<file path="config.mk">
export PLATFORM = sky130hd
export DESIGN_NAME = rtc_index_port
export DESIGN_NICKNAME = d
export VERILOG_FILES = /design/src/rtl/rtc_regs_pkg.sv /design/src/rtl/rtc_index_sel.sv /design/src/rtl/rtc_status_ab.sv /design/src/rtl/rtc_periodic_gen.sv /design/src/rtl/rtc_index_port.sv
export SDC_FILE = /design/constraint.sdc
export NUM_CORES = 1
export LEC_CHECK = 0
export ABC_CLOCK_PERIOD_IN_PS = 4200
export CAP_MARGIN = 20
export CORE_MARGIN = 2
export CORE_UTILIZATION = 55
export CTS_BUF_LIST = sky130_fd_sc_hd__clkbuf_2
export CTS_CLUSTER_DIAMETER = 150
export DETAILED_ROUTE_END_ITERATION = 7
export HOLD_SLACK_MARGIN = 0.15
export PLACE_DENSITY = 0.71
export SETUP_SLACK_MARGIN = 0.15
export SLEW_MARGIN = 20
export SYNTH_ARGS = -nofsm -noshare
export SYNTH_HDL_FRONTEND = slang
export SYNTH_SLANG_ARGS = --single-unit
</file>
<file path="constraint.sdc">
create_clock -name clk -period 4.2 [get_ports clk]
set_input_delay 0.63 -clock clk [delete_from_list [all_inputs] [get_ports clk]]
set_output_delay 0.63 -clock clk [all_outputs]
set_load 0.05 [all_outputs]
</file>
<file path="src/rtl/rtc_regs_pkg.sv">
package rtc_regs_pkg;
  localparam int unsigned BYTE_W   = 8;
  localparam int unsigned IDX_W    = 4;
  localparam int unsigned NUM_CLK  = 10;
  localparam logic [IDX_W-1:0] IDX_MAX = 4'hD;
  localparam logic [IDX_W-1:0] LOC_A   = 4'hA;
  localparam logic [IDX_W-1:0] LOC_B   = 4'hB;
  localparam logic [IDX_W-1:0] LOC_C   = 4'hC;
  localparam logic [IDX_W-1:0] LOC_D   = 4'hD;

  localparam int unsigned UIP_BIT = 7;
  localparam int unsigned PIE_BIT = 6;
  localparam int unsigned SQW_BIT = 3;

  localparam logic [BYTE_W-1:0] A_CFG       = 8'h26;
  localparam logic [BYTE_W-1:0] B_FREE_MASK = (8'h1 << PIE_BIT) | (8'h1 << SQW_BIT);
  localparam logic [BYTE_W-1:0] B_CFG       = 8'h06;
  localparam logic [BYTE_W-1:0] B_RST       = B_CFG | (8'h1 << PIE_BIT);

  // Reset value of one clock byte, derived from a calendar time.
  function automatic logic [BYTE_W-1:0] calendar_byte(
      input int unsigned loc, input int unsigned sec, input int unsigned min,
      input int unsigned hour, input int unsigned wday0, input int unsigned mday,
      input int unsigned mon0, input int unsigned year);
    int unsigned v;
    case (loc)
      0:       v = sec;
      2:       v = min;
      4:       v = hour;
      6:       v = wday0 + 1;
      7:       v = mday;
      8:       v = mon0 + 1;
      9:       v = year - 1900;
      default: v = 0;
    endcase
    return v[BYTE_W-1:0];
  endfunction
endpackage

</file>
<file path="src/rtl/rtc_index_sel.sv">
module rtc_index_sel
  import rtc_regs_pkg::*;
(
  input  logic              clk,
  input  logic              rst_n,
  input  logic              wr_i,
  input  logic [BYTE_W-1:0] wdata_i,
  output logic [IDX_W-1:0]  idx_o,
  output logic              bad_o
);
  logic [IDX_W-1:0] idx_q, idx_d;
  logic             in_range;
  logic             load_en;

  assign in_range = (wdata_i <= BYTE_W'(IDX_MAX));
  assign load_en  = wr_i & in_range;
  assign bad_o    = wr_i & ~in_range;

  always_comb begin
    idx_d = idx_q;
    if (load_en) idx_d = wdata_i[IDX_W-1:0];
  end

  always_ff @(posedge clk or negedge rst_n) begin
    if (!rst_n)       idx_q <= '0;
    else if (load_en) idx_q <= idx_d;
  end

  assign idx_o = idx_q;


  bad_idx_hold_chk: assert property (@(posedge clk) disable iff (!rst_n)
    bad_o |=> (idx_q == $past(idx_q)));
endmodule

</file>
<file path="src/rtl/rtc_status_ab.sv">
module rtc_status_ab
  import rtc_regs_pkg::*;
(
  input  logic              clk,
  input  logic              rst_n,
  input  logic              wr_i,
  input  logic              rd_i,
  input  logic [IDX_W-1:0]  idx_i,
  input  logic [BYTE_W-1:0] wdata_i,
  output logic [BYTE_W-1:0] a_o,
  output logic [BYTE_W-1:0] b_o,
  output logic              pie_cur_o,
  output logic              pie_next_o,
  output logic              bad_o
);
  logic [BYTE_W-1:0] a_q, a_d, b_q, b_d;
  logic              a_en, b_en;

  always_comb begin
    a_d   = a_q;
    b_d   = b_q;
    bad_o = 1'b0;
    if (wr_i) begin
      case (idx_i)
        LOC_A: if (wdata_i == A_CFG) a_d = wdata_i; else bad_o = 1'b1;
        LOC_B: if ((wdata_i & ~B_FREE_MASK) == B_CFG) b_d = wdata_i; else bad_o = 1'b1;
        LOC_C, LOC_D: bad_o = 1'b1;
        default: ;
      endcase
    end else if (rd_i && idx_i == LOC_A) begin
      a_d[UIP_BIT] = ~a_q[UIP_BIT];
    end
  end

  assign a_en = (wr_i | rd_i) & (idx_i == LOC_A);
  assign b_en = wr_i & (idx_i == LOC_B);

  always_ff @(posedge clk or negedge rst_n) begin
    if (!rst_n) begin
      a_q <= A_CFG;
      b_q <= B_RST;
    end else begin
      if (a_en) a_q <= a_d;
      if (b_en) b_q <= b_d;
    end
  end

  assign a_o        = a_q;
  assign b_o        = b_q;
  assign pie_cur_o  = b_q[PIE_BIT];
  assign pie_next_o = b_d[PIE_BIT];


  a_cfg_chk: assert property (@(posedge clk) disable iff (!rst_n)
    (a_q & 8'h7F) == A_CFG);

  b_cfg_chk: assert property (@(posedge clk) disable iff (!rst_n)
    (b_q & ~B_FREE_MASK) == B_CFG);

  uip_flip_chk: assert property (@(posedge clk) disable iff (!rst_n)
    (rd_i && !wr_i && idx_i == LOC_A) |=> (a_q[UIP_BIT] != $past(a_q[UIP_BIT])));
endmodule

</file>
<file path="src/rtl/rtc_periodic_gen.sv">
module rtc_periodic_gen #(
  parameter int unsigned PERIOD_CYCLES = 40
) (
  input  logic clk,
  input  logic rst_n,
  input  logic en_cur_i,
  input  logic en_next_i,
  output logic irq_o
);
  localparam int unsigned CNT_W = (PERIOD_CYCLES > 1) ? $clog2(PERIOD_CYCLES) : 1;
  localparam logic [CNT_W-1:0] RELOAD = CNT_W'(PERIOD_CYCLES - 1);

  logic [CNT_W-1:0] cnt_q, cnt_d;
  logic             irq_q, irq_d;
  logic             cnt_en;

  always_comb begin
    cnt_d = cnt_q;
    irq_d = 1'b0;
    if (!en_next_i) begin
      cnt_d = cnt_q;
    end else if (!en_cur_i) begin
      cnt_d = RELOAD;
    end else if (cnt_q == '0) begin
      irq_d = 1'b1;
      cnt_d = RELOAD;
    end else begin
      cnt_d = cnt_q - 1'b1;
    end
  end

  assign cnt_en = en_next_i;

  always_ff @(posedge clk or negedge rst_n) begin
    if (!rst_n) begin
      cnt_q <= RELOAD;
      irq_q <= 1'b0;
    end else begin
      if (cnt_en) cnt_q <= cnt_d;
      irq_q <= irq_d;
    end
  end

  assign irq_o = irq_q;


  irq_en_chk: assert property (@(posedge clk) disable iff (!rst_n)
    irq_q |-> en_cur_i);

  irq_off_chk: assert property (@(posedge clk) disable iff (!rst_n)
    !en_cur_i |=> !irq_q);
endmodule

</file>
<file path="src/rtl/rtc_index_port.sv">
module rtc_index_port
  import rtc_regs_pkg::*;
#(
  parameter int unsigned PERIOD_CYCLES = 40,
  parameter int unsigned INIT_SEC      = 30,
  parameter int unsigned INIT_MIN      = 15,
  parameter int unsigned INIT_HOUR     = 9,
  parameter int unsigned INIT_WDAY0    = 3,
  parameter int unsigned INIT_MDAY     = 14,
  parameter int unsigned INIT_MON0     = 5,
  parameter int unsigned INIT_YEAR     = 2004
) (
  input  logic              clk,
  input  logic              rst_n,
  input  logic              sel,
  input  logic              wr_en,
  input  logic              rd_en,
  input  logic [BYTE_W-1:0] wdata,
  output logic [BYTE_W-1:0] rdata,
  output logic              err,
  output logic              irq
);
  logic              wr_idx, wr_dat, rd_idx, rd_dat;
  logic [IDX_W-1:0]  idx;
  logic              bad_idx, bad_stat;
  logic [BYTE_W-1:0] reg_a, reg_b;
  logic              pie_cur, pie_next;
  logic [BYTE_W-1:0] clk_byte [NUM_CLK];
  logic [BYTE_W-1:0] clk_rd;
  logic [BYTE_W-1:0] rdata_q, rdata_d;
  logic              rd_any;
  logic              err_q;

  assign wr_idx = wr_en & ~sel;
  assign wr_dat = wr_en &  sel;
  assign rd_idx = rd_en & ~wr_en & ~sel;
  assign rd_dat = rd_en & ~wr_en &  sel;
  assign rd_any = rd_idx | rd_dat;

  rtc_index_sel u_idx (
    .clk     (clk),
    .rst_n   (rst_n),
    .wr_i    (wr_idx),
    .wdata_i (wdata),
    .idx_o   (idx),
    .bad_o   (bad_idx)
  );

  rtc_status_ab u_stat (
    .clk        (clk),
    .rst_n      (rst_n),
    .wr_i       (wr_dat),
    .rd_i       (rd_dat),
    .idx_i      (idx),
    .wdata_i    (wdata),
    .a_o        (reg_a),
    .b_o        (reg_b),
    .pie_cur_o  (pie_cur),
    .pie_next_o (pie_next),
    .bad_o      (bad_stat)
  );

  rtc_periodic_gen #(.PERIOD_CYCLES(PERIOD_CYCLES)) u_gen (
    .clk       (clk),
    .rst_n     (rst_n),
    .en_cur_i  (pie_cur),
    .en_next_i (pie_next),
    .irq_o     (irq)
  );

  for (genvar gi = 0; gi < NUM_CLK; gi++) begin : g_clk
    localparam logic [BYTE_W-1:0] RST_VAL = calendar_byte(gi, INIT_SEC, INIT_MIN,
      INIT_HOUR, INIT_WDAY0, INIT_MDAY, INIT_MON0, INIT_YEAR);
    logic byte_en;
    assign byte_en = wr_dat & (idx == IDX_W'(gi));
    always_ff @(posedge clk or negedge rst_n) begin
      if (!rst_n)       clk_byte[gi] <= RST_VAL;
      else if (byte_en) clk_byte[gi] <= wdata;
    end
  end

  always_comb begin
    clk_rd = '0;
    for (int i = 0; i < NUM_CLK; i++) begin
      if (idx == IDX_W'(i)) clk_rd = clk_byte[i];
    end
  end

  always_comb begin
    rdata_d = rdata_q;
    if (rd_idx) begin
      rdata_d = BYTE_W'(idx);
    end else if (rd_dat) begin
      if (idx < IDX_W'(NUM_CLK))  rdata_d = clk_rd;
      else if (idx == LOC_A)      rdata_d = {~reg_a[UIP_BIT], reg_a[UIP_BIT-1:0]};
      else if (idx == LOC_B)      rdata_d = reg_b;
      else                        rdata_d = '0;
    end
  end

  always_ff @(posedge clk or negedge rst_n) begin
    if (!rst_n) begin
      rdata_q <= '0;
      err_q   <= 1'b0;
    end else begin
      if (rd_any) rdata_q <= rdata_d;
      err_q <= bad_idx | bad_stat;
    end
  end

  assign rdata = rdata_q;
  assign err   = err_q;


  cd_read_zero_chk: assert property (@(posedge clk) disable iff (!rst_n)
    (rd_dat && (idx == LOC_C || idx == LOC_D)) |=> (rdata_q == '0));

  idx_range_chk: assert property (@(posedge clk) disable iff (!rst_n)
    idx <= IDX_MAX);
endmodule

</file>
* After elaboration in Yosys (flattened, before gate mapping)
Cells that the tools add are included.
** Operators by class
- Bitwise logic cells :: 26
- Reduce and logical (&&, ||, !) cells :: 10
- Magnitude comparators :: 2
- Muxes and demuxes :: 31
- Eq/ne operators :: 17
- Add/sub/neg operators :: 1
** Operators with widths (number)
- 2-to-1 mux 8 bit :: 17
- == test 4 bit (second input constant) :: 6
- 2-to-1 mux 7 bit :: 3
- bitwise AND 1 bit :: 19
- == test 4 x 3 -> 1 bit (second input constant) :: 4
- 2-to-1 mux 6 bit :: 2
- AND reduction 4 bit :: 3
- == test 4 x 2 -> 1 bit (second input constant) :: 2
- == test 8 x 6 -> 1 bit (second input constant) :: 1
- less-or-equal comparator 8 x 4 -> 1 bit (second input constant) :: 1
- 2-to-1 mux 1 bit :: 8
- == test 6 x 3 -> 1 bit (second input constant) :: 1
- logical NOT 6 bit :: 1
- subtractor 6 x 1 -> 6 bit (second input constant) :: 1
- == test 4 x 1 -> 1 bit (second input constant) :: 1
- logical NOT 4 bit :: 1
- < comparator 4 bit (second input constant) :: 1
- != test 2 bit (second input constant) :: 2
- NOT 1 bit :: 4
- nonzero test 2 bit :: 2
- bitwise OR 1 bit :: 3
- one-hot mux 1 bit (3 select lines) :: 1
- AND reduction 2 bit :: 1
- OR reduction 2 bit :: 1
- logical AND 1 bit :: 1
** Word-level totals
- Logic and storage cells :: 106
- Output and inout port bits :: 10
- Register bits after elaboration :: 116
- Input port bits :: 13

* Longest topological paths before layout
Gate-level depths: netlist of run 1.
- Word-level depth :: 14
- Mapped depth :: 8
- Gate-level depth less buffers :: 6

* Cells and area by module
Synthesis of run 1 repeated with hierarchy kept, for this count alone.
** Second synthesis, totals
- Cells, all modules :: 489
- Area total of the unflattened synthesis :: 5878.1 um^2
** Modules (own cells, without submodules)
- rtc_index_port :: times used 1, cells each 377, area an instance 4556.9 um^2, sequential area each 2250.9 um^2
- rtc_status_ab :: times used 1, cells each 53, area an instance 715.7 um^2, sequential area each 407.9 um^2
- rtc_periodic_gen :: times used 1, cells each 37, area an instance 386.6 um^2, sequential area each 180.2 um^2
- rtc_index_sel :: times used 1, cells each 22, area an instance 219.0 um^2, sequential area each 100.1 um^2

* Worst setup path before layout of run 1
Ideal clock, no wire load.
- Kind :: input to register
- Start point :: input wdata[5]
- End point :: register u_gen.cnt_q[3]
- Path slack :: 2.206 ns
- Cell stages on the path :: 6
- Data required time :: 4.078 ns
- Arrival :: 1.872 ns
- Path buffers :: 1
- Setup time :: 0.122 ns
- Cell sequence :: buf_2 > nor3_1 > nand4b_4 > mux2_4 > nor2b_4 > a32o_1
** On the way
- Longest elaborated chain between the ends :: 4
** RTL lines
- start, declared :: line rtc_index_port.sv:18 : input logic [BYTE_W-1:0] wdata,
- == test 6 x 3 -> 1 bit :: line rtc_status_ab.sv:26 : LOC_B: if ((wdata_i & ~B_FREE_MASK) == B_CFG) b_d = wdata_i; else bad_o = 1'b1;
- 2-to-1 mux 7 bit :: line rtc_status_ab.sv:26
- 2-to-1 mux 7 bit :: line rtc_status_ab.sv:24 : case (idx_i)
- 2-to-1 mux 7 bit :: line rtc_status_ab.sv:23 : if (wr_i) begin
- end signal, assigned :: line rtc_periodic_gen.sv:39 : if (cnt_en) cnt_q <= cnt_d;
- end, declared :: line rtc_periodic_gen.sv:13 : logic [CNT_W-1:0] cnt_q, cnt_d;
Every way passes these cells.
A chain may end at the register's enable or synchronous reset.

* Worst setup path in the final report of run 1
- Start point :: register u_idx.idx_q[3], in the netlist u_idx.idx_o[3]
- End point :: register rdata_q[3], in the netlist rdata[3]
** On the way
- Longest elaborated chain between the ends :: 14
- Elaborated cells on any way between the ends :: 28
- Classes of those cells :: 1 x order compare; 11 x eq/ne; 15 x mux; 1 x reduce/logical
** RTL lines
- start, declared :: line rtc_index_sel.sv:11 : logic [IDX_W-1:0] idx_q, idx_d;
- start signal, assigned :: line rtc_index_sel.sv:26 : else if (load_en) idx_q <= idx_d;
- logical NOT 4 bit :: line rtc_index_port.sv:85 : if (idx == IDX_W'(i)) clk_rd = clk_byte[i];
- 2-to-1 mux 8 bit (10 in a row) :: line rtc_index_port.sv:85
- 2-to-1 mux 8 bit :: line rtc_index_port.sv:94 : if (idx < IDX_W'(NUM_CLK)) rdata_d = clk_rd;
- 2-to-1 mux 8 bit :: line rtc_index_port.sv:93 : end else if (rd_dat) begin
- 2-to-1 mux 8 bit (*) :: line rtc_index_port.sv:91 : if (rd_idx) begin
- end signal, assigned :: line rtc_index_port.sv:106 : if (rd_any) rdata_q <= rdata_d;
- end, declared :: line rtc_index_port.sv:30 : logic [BYTE_W-1:0] rdata_q, rdata_d;
Mark *: on every way between the ends. The rest lies on a longest branch, timed or not. The select of a mux whose other input is x is not followed.

==> impl_metrics.ini, run 1 <==
[outcome]
status = finished clean

[setup_path]
rr_worst_depth = 4
cp-start-kind = flip-flop
critPathRequiredTime_ns = 4.76
reg2reg_to = rdata[3]
worstPathArrival_ns = 3.49
crit_fanout = 31
worstSetupPathType = reg -> reg
rrSetupSlack_ns = 1.28
crit_path_end_kind = flip-flop
r2r-start = u_idx.idx_o[3]
crit_start = u_idx.idx_o[3]

[cts]
clock_sinks = 116
clockBufferDepth = 2
cts.reportedPaths.clkPinSlew_ns = 0.14
htreeDepth = 4
clock_latency_ns = 0.70
cts_made_buffers = 17
cts_tree = yes
clockRootBuffer = clkbuf_2

[yosys]
synth_top_area_share = 0.379
synth_warnings = 0
ys_seq_area_frac = 0.512
synthTopCellsByArea = dfrtp_1, mux2_2, dfstp_2, mux2i_1, o21ai_0
netlist_area_sq_um = 5740
synth_top_family_by_area = multiplexers
ys_ff_latch = 116
avgSynthCellArea_sq_um = 11.6
synth-async-reset-ratio = 1.00
synth-simple-area-share = 0.141
synthAdderAreaFrac = 0.00436
synth-xor-area-share = 0
synth_edf_count = 0
synth.largest_area_cell = dfrtp_1
ys_types = 62
synth_ff_type = dfrtp_1
synthMuxAreaShare = 0.197
synth_nets = 510
synth_compound_area_frac = 0.112
syn_inst = 495

[detailed_routing]
drt_first_iter_violations = 228
routed_via_density = 6.25
drt.antenna.violating_nets = 0
wirelength_mm = 14.4
wl_per_cell_um = 21.8
firstDrtPassIters = 4
num_vias = 4128
drc_errors = 0

[sta]
max_freq_mhz = 342
fin_setup_tns_ns = 0
holdWs_ns = 0.503
timing.slew.headroom = 0.200
worstMarginPinSlew_ns = 1.19
fin_crit_ns = 2.92
rsz0062_at_grt = no
finalCritPeriodShare = 0.696
slew_viol_final = 0
setup_viol = 0
clock_skew_ns = 0.0316
final-hold-violation-count = 0

[floorplan]
die_area_sq_um = 11300
fp.dieW_um = 106
rows = 37
core_area_sq_um = 10200
io_pins = 23
start_util = 0.561
die_h_um = 106

[place]
place_congestion = 0.864
portBuffers = 22
post-dp-hpwl_mm = 9.31

[job]
max-cap-violations = 0

[finish]
syn_to_final_growth_pct = 8.00
final_nets = 526
final_cell_mix = dfrtp_1, mux2_2, o21ai_0, nand2_1, dfstp_2
final.fill_count = 893
final_common_cell = dfrtp_1
drive_gt1_frac = 0.307
insertedDiodeCount = 0

[power_and_ir_drop]
power.density_nw_per_um2 = 493
vdd.ir_drop.worst_mv = 0.291
leakage_nw = 2.65

[global_routing]
grt_use_met3 = 0.0815
grt_max_degree = 63
grt_pass1_wl_mm = 23.1
antenna_found_initial = 0
met1_usage = 0.367
grt_overflow_total = 0
grt_use_total = 0.274
grtUsageMet2 = 0.428
grt_pass1_vias = 4249
top_usage_layer = met2

[min_path]
min_to = clk_byte[77]
worst_hold_path_type = reg -> reg
min_from = clk_byte[77]
min_path_cells = 2
==> synthesized netlist by cell type (3+ instances only) <==
cell / n
buf_4: 6
o31ai_1: 3
mux2i_1: 17
dfrtp_1: 87
nand2b_1: 9
nand2_1: 29
or3b_1: 3
nor2_2: 3
a221oi_1: 8
dfstp_2: 29
inv_1: 6
o21ai_0: 30
a21oi_1: 14
nor2b_1: 9
nor2_1: 24
o21ai_1: 4
and3_1: 5
o221ai_1: 3
clkbuf_1: 12
buf_2: 14
o22ai_1: 8
mux2_2: 84
nand3_1: 6
and2_1: 10
a31oi_1: 3
nand3b_1: 3
nor3_1: 6
nor4_1: 5
o21a_1: 3
o211ai_1: 4
nor3b_1: 6
==> state kept, by name, summed over array words and instances, names as in the netlist <==
signal       count
u_idx.idx_o      4
u_stat.a_o       8
u_stat.b_o       8
u_gen.cnt_q      6
u_gen.irq_o      1
rdata            8
clk_byte        80
err              1
==> routing by layer <==
metal | part of all wire | up-vias
met3 | 0.073 | 30
met2 | 0.48 | 173
met5 | 0 | -
met4 | 0.026 | 0
li1 | - | 1860
met1 | 0.42 | 2065
==> area by class of cell <==
| type | instances | area [sq um] | share of cell area |
|---|---|---|---|
| sequential | 116 | 2940 | 0.474 |
| clock inverter | 11 | 70.1 | 0.0113 |
| clock buffer | 21 | 105 | 0.0169 |
| multi-input combinational | 339 | 2610 | 0.421 |
| tap | 136 | 170 | 0.0274 |
| timing repair buffer | 29 | 273 | 0.0440 |
| inverter | 8 | 30.0 | 0.00484 |
==> kinds of logic after synthesis <==
family | count (synthesis)
AOI/OAI and AO/OA | 99
adders and majority gates | 2
buffers and inverters | 40
DFF | 116
muxes | 102
and+or+nand+nor | 136
==> what timing repair did <==
| item | in CTS | in global routing |
|---|---|---|
| hold buffers | 1 | 0 |
| setup buffers | 0 | 0 |
| resized for setup | 0 | 0 |
| hold endpoints to repair | 46 | 0 |
| endpoints found under the setup margin | 0 | 0 |
==> how the worst max path moves through the flow <==
stage	to	slack, ns
after floorplan	u_gen.cnt_q[3]	2.21
after global placement	u_gen.cnt_q[4]	1.31
after detailed placement	u_gen.cnt_q[3]	1.27
after CTS	u_gen.cnt_q[3]	1.39
after global routing	rdata[3]	1.22
final	rdata[3]	1.28
==> power breakdown <==
part / switching, mW / total [mW] / internal, mW
clock: 0.401 / 0.607 / 0.205
combinational: 0.461 / 0.860 / 0.399
sequential: 0.192 / 1.59 / 1.40
total: 1.05 / 3.06 / 2.00
==> critical path: stages (launching register included) <==
cell,delay (ns)
dfrtp_1,1.11
o21ai_1,0.73
a221oi_1,0.71
o31a_1,0.19
nand2_1,0.06
==> through the flow <==
step           setup WS, ns  cell area, sq um  utilization  power, mW  cells
2_1_floorplan          2.21              5740            -       2.19    495
3_3_place_gp           1.31              6020        0.588       2.44    627
3_5_place_dp           1.27              6020        0.588       2.47    627
4_1_cts                1.39              6200        0.606       3.06    660
5_1_grt                1.22              6200        0.606       3.23    660
6_report               1.28              6200        0.606       3.06    660
Power figures use the tool's default switching activity.
==> inputs of run 2 (changes only) <==
Settings changed: ABC_CLOCK_PERIOD_IN_PS 4200 to 3000.
Clock period 4.2 ns to 3 ns, I/O delays scaled along.
==> run 2 against run 1 <==
Compared with the run above:
- setup slack worse by 0.67 ns
- final area is 2.8% higher
- flip-flop and latch count stayed put
- utilization up 1.7 points
- critical path type is now reg -> out
==> impl_metrics.ini, run 2 (same netlist as run 1, synthesis figures left out) <==
[global_routing]
grt_pass1_wl_mm = 22.1
grt_pass1_vias = 4031
grt_max_degree = 65
grt_overflow_total = 0
grt_use_total = 0.263
antenna_found_initial = 0

[place]
place_congestion = 0.873
portBuffers = 22
postPlaceCellArea_sq_um = 6160
place_inst = 644
place_ws_ns = 0.530
post-dp-hpwl_mm = 9.35

[detailed_routing]
drt_first_iter_violations = 290
firstDrtPassIters = 5
drc_errors = 0
num_vias = 4159
wirelength_mm = 13.6
drt.antenna.violating_nets = 0
routed_via_density = 6.14
wl_per_cell_um = 20.1

[cts]
cts_resized = 0
clock_sinks = 116
clockRootBuffer = clkbuf_2
post_cts.repair.setup_buffers = 0
cts.reportedPaths.clkPinSlew_ns = 0.17
clockBufferDepth = 2
cts_tree = yes
cts_made_buffers = 17
htreeDepth = 4
clock_latency_ns = 0.71

[sta]
finalCritPeriodShare = 0.796
fin_setup_tns_ns = 0
fin_crit_ns = 2.39
worstMarginPinSlew_ns = 0.701
clock_skew_ns = 0.0276
timing.slew.headroom = 0.533
holdWs_ns = 0.298
setup_ws_ns = 0.611
setup_viol = 0
final-hold-violation-count = 0
rsz0062_at_grt = no
max_freq_mhz = 419
slew_viol_final = 0

[setup_path]
rr_worst_depth = 7
crit_path_end_kind = output port
worstSetupPathType = reg -> out
cp-start-kind = flip-flop
worstPathCellList = clkdlybuf4s50_1
critPathRequiredTime_ns = 2.55
worstPathBufferInverterCount = 1
r2r-start = u_idx.idx_o[0]
reg2reg_to = rdata[2]
cpPeakStageDelay_ns = 0.82
crit_path_top_delay_cell = clkdlybuf4s50_1
crit_fanout = 3
path_depth = 1
rrSetupSlack_ns = 0.69
path_delay_family = buffers and inverters
worstPathArrival_ns = 1.94

[finish]
fin_cells = 677
top_register = clk_byte
syn_to_final_growth_pct = 11.0
insertedDiodeCount = 0
drive_gt1_frac = 0.335
final_cell_mix = dfrtp_1, mux2_2, o21ai_0
largest_reg_flops = 80
stdcell_area_sq_um = 6370
final_nets = 543
postLayoutCoreUtil = 0.623
final_common_cell = dfrtp_1

[power_and_ir_drop]
power.density_nw_per_um2 = 692
report.power.total_mw = 4.41
leakage_nw = 2.75
vdd.ir_drop.worst_mv = 0.423

[min_path]
worst_hold_path_type = in -> async

[floorplan]
core_area_sq_um = 10200
start_util = 0.561
rows = 37
die_h_um = 106
io_pins = 23
die_area_sq_um = 11300
fp.dieW_um = 106

[outcome]
status = finished clean

[job]
max-cap-violations = 0
-- run 2: cell type report --
type | count | area [sq um]
multi-input combinational | 339 | 2610
clock buffer | 18 | 90.1
sequential | 116 | 2940
tap | 136 | 170
fill | 841 | 3860
timing repair buffer | 46 | 413
clock inverter | 14 | 119
inverter | 8 | 30.0
-- run 2: what timing repair did --
action                                 4_1_cts  5_1_grt
setup endpoints to repair                    0        0
hold buffers                                 1        0
endpoints found under the hold margin       52        0
-- run 2: routing by layer --
layer / global-route usage / vias to the layer above / wire length [um]
met1: 0.364 / 2083 / 6100
met4: 0.113 / 0 / 362
li1: - / 1897 / -
met2: 0.399 / 153 / 6460
met3: 0.0619 / 26 / 706
met5: 0 / - / 0
-- run 2: how the worst max path moves through the flow --
stage / startpoint / to / slack [ns]
after CTS: rdata[4] / rdata[4] / 0.55
after floorplan: wdata[5] / u_gen.cnt_q[3] / 1.19
final: rdata[4] / rdata[4] / 0.61
after detailed placement: wdata[7] / u_gen.cnt_q[4] / 0.53
after global placement: wdata[5] / u_gen.cnt_q[3] / 0.56
after global routing: rdata[4] / rdata[4] / 0.50
-- run 2: where the power goes --
part           switching (mW)  total, mW  internal [mW]  leakage (nW)
Sequential              0.199       2.16           1.96          1.45
Combinational           0.708       1.30          0.591          1.17
Clock                   0.591      0.954          0.363         0.131
Total                    1.50       4.41           2.91          2.75
